### src/rtl/tick_irq_pkg.sv
package tick_irq_pkg;
  typedef enum logic {
    RATE_FAST = 1'b0,
    RATE_SLOW = 1'b1
  } rate_e;

  function automatic int width_for(input int max_val);
    return (max_val < 2) ? 1 : $clog2(max_val + 1);
  endfunction
endpackage

### src/rtl/tick_phase_acc.sv
module tick_phase_acc
  import tick_irq_pkg::*;
#(
  parameter int CLK_HZ  = 6000,
  parameter int FAST_HZ = 60,
  parameter int SLOW_HZ = 1
) (
  input  logic  clk_i,
  input  logic  rst_i,
  input  rate_e rate_i,
  output logic  strobe_o
);
  localparam int ACC_W = width_for(CLK_HZ + FAST_HZ + SLOW_HZ);

  logic [ACC_W-1:0] acc_q;
  logic [ACC_W-1:0] inc;
  logic [ACC_W-1:0] sum;

  always_comb begin
    inc = (rate_i == RATE_SLOW) ? ACC_W'(SLOW_HZ) : ACC_W'(FAST_HZ);
    sum = acc_q + inc;
  end

  always_ff @(posedge clk_i) begin
    if (rst_i) begin
      acc_q    <= '0;
      strobe_o <= 1'b0;
    end else if (sum >= ACC_W'(CLK_HZ)) begin
      acc_q    <= sum - ACC_W'(CLK_HZ);
      strobe_o <= 1'b1;
    end else begin
      acc_q    <= sum;
      strobe_o <= 1'b0;
    end
  end
endmodule

### src/rtl/tick_pulse_shaper.sv
module tick_pulse_shaper
  import tick_irq_pkg::*;
#(
  parameter int PULSE_CYC = 4
) (
  input  logic clk_i,
  input  logic rst_i,
  input  logic strobe_i,
  output logic pulse_o
);
  localparam int CNT_W = width_for(PULSE_CYC);

  logic [CNT_W-1:0] left_q;

  always_ff @(posedge clk_i) begin
    if (rst_i) begin
      left_q <= '0;
    end else if (strobe_i) begin
      left_q <= CNT_W'(PULSE_CYC);
    end else if (left_q != '0) begin
      left_q <= left_q - 1'b1;
    end
  end

  assign pulse_o = (left_q != '0);
endmodule

### src/rtl/ack_edge_sync.sv
module ack_edge_sync #(
  parameter int SYNC_STAGES = 2
) (
  input  logic clk_i,
  input  logic rst_i,
  input  logic ack_i,
  output logic edge_o
);
  logic [SYNC_STAGES:0] sh_q;

  genvar s;
  generate
    for (s = 0; s <= SYNC_STAGES; s++) begin : g_stage
      if (s == 0) begin : g_first
        always_ff @(posedge clk_i) begin
          if (rst_i) sh_q[s] <= 1'b0;
          else       sh_q[s] <= ack_i;
        end
      end else begin : g_next
        always_ff @(posedge clk_i) begin
          if (rst_i) sh_q[s] <= 1'b0;
          else       sh_q[s] <= sh_q[s-1];
        end
      end
    end
  endgenerate

  assign edge_o = sh_q[SYNC_STAGES-1] & ~sh_q[SYNC_STAGES];
endmodule

### src/rtl/tick_req_latch.sv
module tick_req_latch (
  input  logic clk_i,
  input  logic rst_i,
  input  logic pulse_i,
  input  logic ack_edge_i,
  input  logic missed_clr_i,
  output logic req_o,
  output logic missed_o
);
  logic pulse_d_q;
  logic set_now;

  assign set_now = pulse_i & ~pulse_d_q;

  always_ff @(posedge clk_i) begin
    if (rst_i) begin
      pulse_d_q <= 1'b0;
      req_o     <= 1'b0;
      missed_o  <= 1'b0;
    end else begin
      pulse_d_q <= pulse_i;
      if (set_now)         req_o <= 1'b1;
      else if (ack_edge_i) req_o <= 1'b0;
      if (set_now && req_o && !ack_edge_i) missed_o <= 1'b1;
      else if (missed_clr_i)               missed_o <= 1'b0;
    end
  end
endmodule

### src/rtl/tick_irq_gen.sv
module tick_irq_gen
  import tick_irq_pkg::*;
#(
  parameter int CLK_HZ      = 6000,
  parameter int FAST_HZ     = 60,
  parameter int SLOW_HZ     = 1,
  parameter int PULSE_CYC   = 4,
  parameter int SYNC_STAGES = 2,
  parameter int NUM_LVL     = 8,
  parameter int TICK_LVL    = 3,
  parameter int SER_LVL     = 5
) (
  input  logic               clk_i,
  input  logic               rst_i,
  input  logic               rate_slow_i,
  input  logic               ack_i,
  input  logic               missed_clr_i,
  input  logic               serial_irq_i,
  output logic               tick_pulse_o,
  output logic [NUM_LVL-1:0] irq_lvl_o,
  output logic               missed_o
);
  rate_e rate_sel;
  logic  strobe;
  logic  ack_edge;
  logic  tick_req;

  assign rate_sel = rate_e'(rate_slow_i);

  tick_phase_acc #(
    .CLK_HZ (CLK_HZ),
    .FAST_HZ(FAST_HZ),
    .SLOW_HZ(SLOW_HZ)
  ) u_div (
    .clk_i   (clk_i),
    .rst_i   (rst_i),
    .rate_i  (rate_sel),
    .strobe_o(strobe)
  );

  tick_pulse_shaper #(.PULSE_CYC(PULSE_CYC)) u_shape (
    .clk_i   (clk_i),
    .rst_i   (rst_i),
    .strobe_i(strobe),
    .pulse_o (tick_pulse_o)
  );

  ack_edge_sync #(.SYNC_STAGES(SYNC_STAGES)) u_ack (
    .clk_i (clk_i),
    .rst_i (rst_i),
    .ack_i (ack_i),
    .edge_o(ack_edge)
  );

  tick_req_latch u_req (
    .clk_i       (clk_i),
    .rst_i       (rst_i),
    .pulse_i     (tick_pulse_o),
    .ack_edge_i  (ack_edge),
    .missed_clr_i(missed_clr_i),
    .req_o       (tick_req),
    .missed_o    (missed_o)
  );

  genvar l;
  generate
    for (l = 0; l < NUM_LVL; l++) begin : g_lvl
      if (l == TICK_LVL) begin : g_tick
        assign irq_lvl_o[l] = tick_req;
      end else if (l == SER_LVL) begin : g_ser
        assign irq_lvl_o[l] = serial_irq_i;
      end else begin : g_idle
        assign irq_lvl_o[l] = 1'b0;
      end
    end
  endgenerate
endmodule

### config.mk
export PLATFORM = sky130hd
export DESIGN_NAME = tick_irq_gen
export DESIGN_NICKNAME = d
export VERILOG_FILES = /design/src/rtl/tick_irq_pkg.sv /design/src/rtl/tick_phase_acc.sv /design/src/rtl/tick_pulse_shaper.sv /design/src/rtl/ack_edge_sync.sv /design/src/rtl/tick_req_latch.sv /design/src/rtl/tick_irq_gen.sv
export SDC_FILE = /design/constraint.sdc
export NUM_CORES = 1
export LEC_CHECK = 0
export ABC_AREA = 0
export BUFFER_PORTS_ARGS = -buffer_cell sky130_fd_sc_hd__buf_2
export CORE_MARGIN = 2
export CORE_UTILIZATION = 25
export DETAILED_ROUTE_END_ITERATION = 10
export PLACE_DENSITY = 0.37
export SYNTH_ARGS = -nofsm -noshare
export SYNTH_HDL_FRONTEND = slang
export SYNTH_SLANG_ARGS = --single-unit
### constraint.sdc
create_clock -name clk_i -period 4.1 [get_ports clk_i]
set_input_delay 1.23 -clock clk_i [delete_from_list [all_inputs] [get_ports clk_i]]
set_output_delay 1.23 -clock clk_i [all_outputs]
set_load 0.02 [all_outputs]
Word level (Yosys, flattened, before mapping). Cells that the tools add are included.

Bits in registers: 23. Input bits: 6. Output and inout bits: 10. Word-level logic and storage cells: 35.

$add $sub $neg: 3. Magnitude comparators: 1. Muxes and demuxes: 9. Bitwise operators: 4. Reductions and logical operators: 8.

Operator list (number): 13-bit adder (1); 13-bit greater-or-equal comparator (second input constant) (1); 13-bit two-way mux (1); 13-bit subtractor (second input constant) (1); 3-bit two-way mux (2); 6-bit two-way mux (1); 2-bit nonzero test (3); 1-bit two-way mux (5); 3-bit nonzero test (1); 3-bit by 1-bit subtractor with 3-bit output (second input constant) (1); 1-bit bitwise AND (2); 1-bit logical AND (2); 1-bit inverter (2); 2-bit OR reduction (1); 1-bit zero test (1).

Depth between registers and ports, before layout.
Word-level depth: 5. Depth in mapped cells: 10. Gate-level depth less buffers: 10.

Hierarchy. A second synthesis with hierarchy kept.

Cells, all modules: 170. Area, all modules: 1511.4 um^2.

Modules (own cells, without submodules): tick_phase_acc (times used 1, cells an instance 126, area each 1083.5 um^2, seq. area each 280.3 um^2); tick_pulse_shaper (times used 1, cells an instance 18, area each 170.2 um^2, seq. area each 60.1 um^2); tick_req_latch (times used 1, cells an instance 10, area each 106.4 um^2, seq. area each 60.1 um^2); ack_edge_sync (times used 1, cells an instance 7, area each 87.6 um^2, seq. area each 60.1 um^2); tick_irq_gen (times used 1, cells an instance 9, area each 63.8 um^2, seq. area each 0.0 um^2).

Worst setup path before layout. OpenSTA, ideal clock, no wires.

Path kind: input to register. Start: input rate_slow_i. End: register u_div.acc_q[7]. Setup time: 0.121 ns. Arrival time: 3.330 ns. Required time: 3.979 ns. Setup slack: 0.649 ns. Stages on the path: 10. Path buffers: 0. Path through: inv_1 -> ha_1 -> a31oi_4 -> a22oi_2 -> xor2_2 -> ha_1 -> nand4_1 -> a31oi_4 -> nand3_2 -> mux2_4.

Word-level cells in the longest chain between the ends: 4. Elaborated cells between the ends (all ways): 5. Classes of those cells: 2 x add/sub; 1 x order compare; 2 x mux.

Ends and longest elaborated chain: from (decl) (RTL line tick_irq_gen.sv:15) `input logic rate_slow_i,`; 6-bit two-way mux (*) (RTL line tick_phase_acc.sv:20) `inc = (rate_i == RATE_SLOW) ? ACC_W'(SLOW_HZ) : ACC_W'(FAST_HZ);`; 13-bit adder (*) (RTL line tick_phase_acc.sv:21) `sum = acc_q + inc;`; 13-bit subtractor / 13-bit greater-or-equal comparator (equally long branches) (RTL line tick_phase_acc.sv:29, tick_phase_acc.sv:28); 13-bit two-way mux (*) (RTL line tick_phase_acc.sv:28) `end else if (sum >= ACC_W'(CLK_HZ)) begin`; to (signal assigned) (RTL line tick_phase_acc.sv:29) `acc_q <= sum - ACC_W'(CLK_HZ);`; to (signal assigned) (RTL line tick_phase_acc.sv:32) `acc_q <= sum;`; to (decl) (RTL line tick_phase_acc.sv:15) `logic [ACC_W-1:0] acc_q;`.

Mark *: on every way between the ends. The rest lies on a longest branch, timed or not. A chain may end at the register's enable or synchronous reset.

Worst setup path after layout.
Start: input rate_slow_i. End: register u_div.acc_q[4].

The elaborated chain is that of the path after synthesis.

==> flow_summary.yaml <==
floorplanning:
  io-pin-count: 16
  die_area_sq_mm: 0.006552
  start_util_pct: 25.45
  die_h_microns: 80.95
  core_sq_mm: 0.005816
  core.rowCount: 28
  die_w_microns: 80.95
setup_path:
  path_class: "in2reg"
  critical_path.max_fanout: 7
  cp_slowest_stage_delay_ps: 420
  crit_slowest_cell: "ha_1"
  reg2reg_depth: 9
  path_cells: "buf_2 -> inv_1 -> ha_1 -> o21ai_0 -> a22oi_2 -> xor2_2 -> ha_1 -> nand4_1 -> a31oi_4 -> nand2_2 -> mux2_4"
  crit_start: "rate_slow_i"
  start_kind: "primary input"
  rrSetupSlack_ps: 1430
  cp_common_cell: "ha_1"
  r2r_start: "u_div.acc_q[4]$_SDFF_PP0_"
  cp-end-kind: "flop"
  cp-endpoint: "u_div.acc_q[4]$_SDFF_PP0_"
  critPathRequiredTime_ps: 4260
  crit_arrival_ps: 3660
  worstReg2RegEnd: "u_div.acc_q[4]$_SDFF_PP0_"
synth:
  yosysTopAreaCell: "dfxtp_1"
  yosysUniqueCellTypes: 49
  synthDominantCellAreaShare_pct: 31.11
  ys_ff_latch: 23
  synth_area_leaders: "dfxtp_1, ha_1, xor2_2, buf_4, nor2_1"
  ys_warn_count: 0
  synth.most_common_cell: "dfxtp_1"
  netlist_area_sq_mm: 0.001480
  yosys_most_used_dff: "dfxtp_1"
  syn_area_per_cell_sq_um: 9.368
  yosysSeqAreaShare_pct: 31.11
  synth_edf_count: 0
  synthTopCellsByCount: "dfxtp_1, nor2_1, ha_1, inv_1, buf_4"
  async_reset_ff_share_pct: 0
  synthCells: 158
routing:
  ant_nets: 0
  dr_total_vias: 1076
  drc: 0
  avgViaCountPerCell: 4.521
  drt_iter0_markers: 75
  drt_wl_total_microns: 2999
  wl_per_cell_microns: 12.60
  drtPass1Iterations: 4
sta:
  timing.final.crit_share_pct: 85.43
  clock_skew_ps: 5.846
  slew_headroom_pct: 63.54
  worst_slew_pin_slew_ps: 543.2
  setup_viol_count_final: 0
  rsz0062_at_grt: "false"
  hold_viol: 0
  period_needed_ps: 3503
  max_freq_mhz: 285.5
  drv_slew: 0
  tns_ps: 0
outcome:
  status: "complete, no violations"
clocking:
  clkLatencyLatePin_ps: 270
  cts_htree_levels: 1
  cts_max_path_buffers: 2
  tritoncts_num_sinks: 23
  cts.reportedPaths.clkPinSlew_ps: 90
  tritoncts: "done"
  cts-resized-gates: 0
  cts_made_buffers: 3
  postCtsSetupBuffers: 0
  cts_hold_buf: 0
  cts_root_buffer: "clkbuf_8"
power:
  powerDensity_mw_per_mm2: 478.5
  p_sw_share_pct: 39.56
  finalPower_uw: 765.2
  seqPwrFrac_pct: 37.1
  power_frac_clock_pct: 18.7
  intPower_uw: 462.5
  power_frac_comb_pct: 44.1
  irDropWorstVdd_uv: 203.1
  p_leak_uw: 0.0006409
  p_switching_uw: 302.7
place:
  gp_congestion: 0.8988
  hpwlAfterDp_microns: 2214
  portBuffers: 7
global_routing:
  track_usage_pct: 10.44
  grt_max_degree: 28
  grt_pass1_vias: 1071
  antenna_found_initial: 0
  grt-ovfl-total: 0
  grt_pass1_wl_microns: 5223
min_path:
  hold_path.class: "reg2reg"
finish:
  regArea_sq_um: 460.4
  n_antenna_cell: 0
  drive_above_1_share_pct: 19.63
  multi_input_area_sq_um: 922.1
  syn2layout_area_growth_pct: 8.030
  n_fill_cell: 657
  nNetsFinal: 179
job:
  maxCapViolCount: 0
## registers in the layout, summed over array words and instances, names as in the netlist
name / cells
u_ack.sh_q: 3
u_div.acc_q: 13
u_div.strobe_o: 1
u_req.missed_o: 1
u_req.pulse_d_q: 1
u_req.req_o: 1
u_shape.left_q: 3
## power groups by stage
stage	Sequential, uW	Clock [uW]	Combinational (uW)
finish	284	143	338
floorplan	285	0	283
CTS	285	154	340
global route	290	161	377
detailed placement	290	0	338
global placement	289	0	337
## worst max-delay path: cells and delay by family
kind / cells / cell delay [ps]
and+or+nand+nor: 2 / 300
buffers and inverters: 2 / 170
adders and majority gates: 2 / 660
muxes: 1 / 320
AOI/OAI and AO/OA: 3 / 700
xor gates and xnor gates: 1 / 280
## worst min path at each step
| stage | start | depth (start not counted) | endpoint |
|---|---|---|---|
| floorplan | u_ack.sh_q[1]$_SDFF_PP0_ | 2 | u_ack.sh_q[2]$_SDFF_PP0_ |
| global placement | u_ack.sh_q[1]$_SDFF_PP0_ | 2 | u_ack.sh_q[2]$_SDFF_PP0_ |
| detailed placement | u_ack.sh_q[1]$_SDFF_PP0_ | 2 | u_ack.sh_q[2]$_SDFF_PP0_ |
| CTS | u_ack.sh_q[0]$_SDFF_PP0_ | 1 | u_ack.sh_q[1]$_SDFF_PP0_ |
| global route | u_ack.sh_q[0]$_SDFF_PP0_ | 1 | u_ack.sh_q[1]$_SDFF_PP0_ |
| finish | u_ack.sh_q[0]$_SDFF_PP0_ | 1 | u_ack.sh_q[1]$_SDFF_PP0_ |
## layer usage
metal	part of all wire, %	vias to the layer above	GRT usage, %
met4	1.4	0	3.559
met5	0	-	0
met1	47	505	12.97
li1	-	556	-
met3	1.9	5	1.778
met2	50	10	18.18
## cell families after synthesis
kind of cell	count (synthesis)	synth area share [%]
buffers and inverters	21	7.861
XOR/XNOR	10	7.946
AND/OR/NAND/NOR	54	19.95
AO/OA/AOI/OAI	37	22.57
multiplexers	3	2.705
flip-flops	23	31.11
adder cells (fa/ha/maj)	9	7.608
other	1	0.2533
## cells in the final DEF (no fill, tap or decap), drive strengths merged, types with 7 or more instances in the layout
cell	instances
dfxtp	23
nor2	16
a21oi	10
inv	9
ha	9
buf	8
nand3	8
xor2	7
## layout make-up
| class | count | area share (%) |
|---|---|---|
| well taps | 75 | 5.869 |
| flip-flops and latches | 23 | 28.80 |
| repair buffers | 8 | 2.660 |
| multi-input cells | 119 | 57.67 |
| clock buffers | 3 | 2.582 |
| inverters | 9 | 2.113 |
| clock inverters | 1 | 0.3130 |
## per-stage QoR
step	setup slack [ps]	cell area (sq um)	utilization, %	hold slack [ps]	std cells
floorplan	648.6	1499	-	410.4	163
global placement	352.0	1553	26.70	432.2	234
detailed placement	311.2	1553	26.70	435.1	234
CTS	588.5	1599	27.50	450.6	238
global route	403.9	1599	27.50	474.2	238
finish	597.2	1599	27.50	444.1	238
Power figures use the tool's default switching activity.
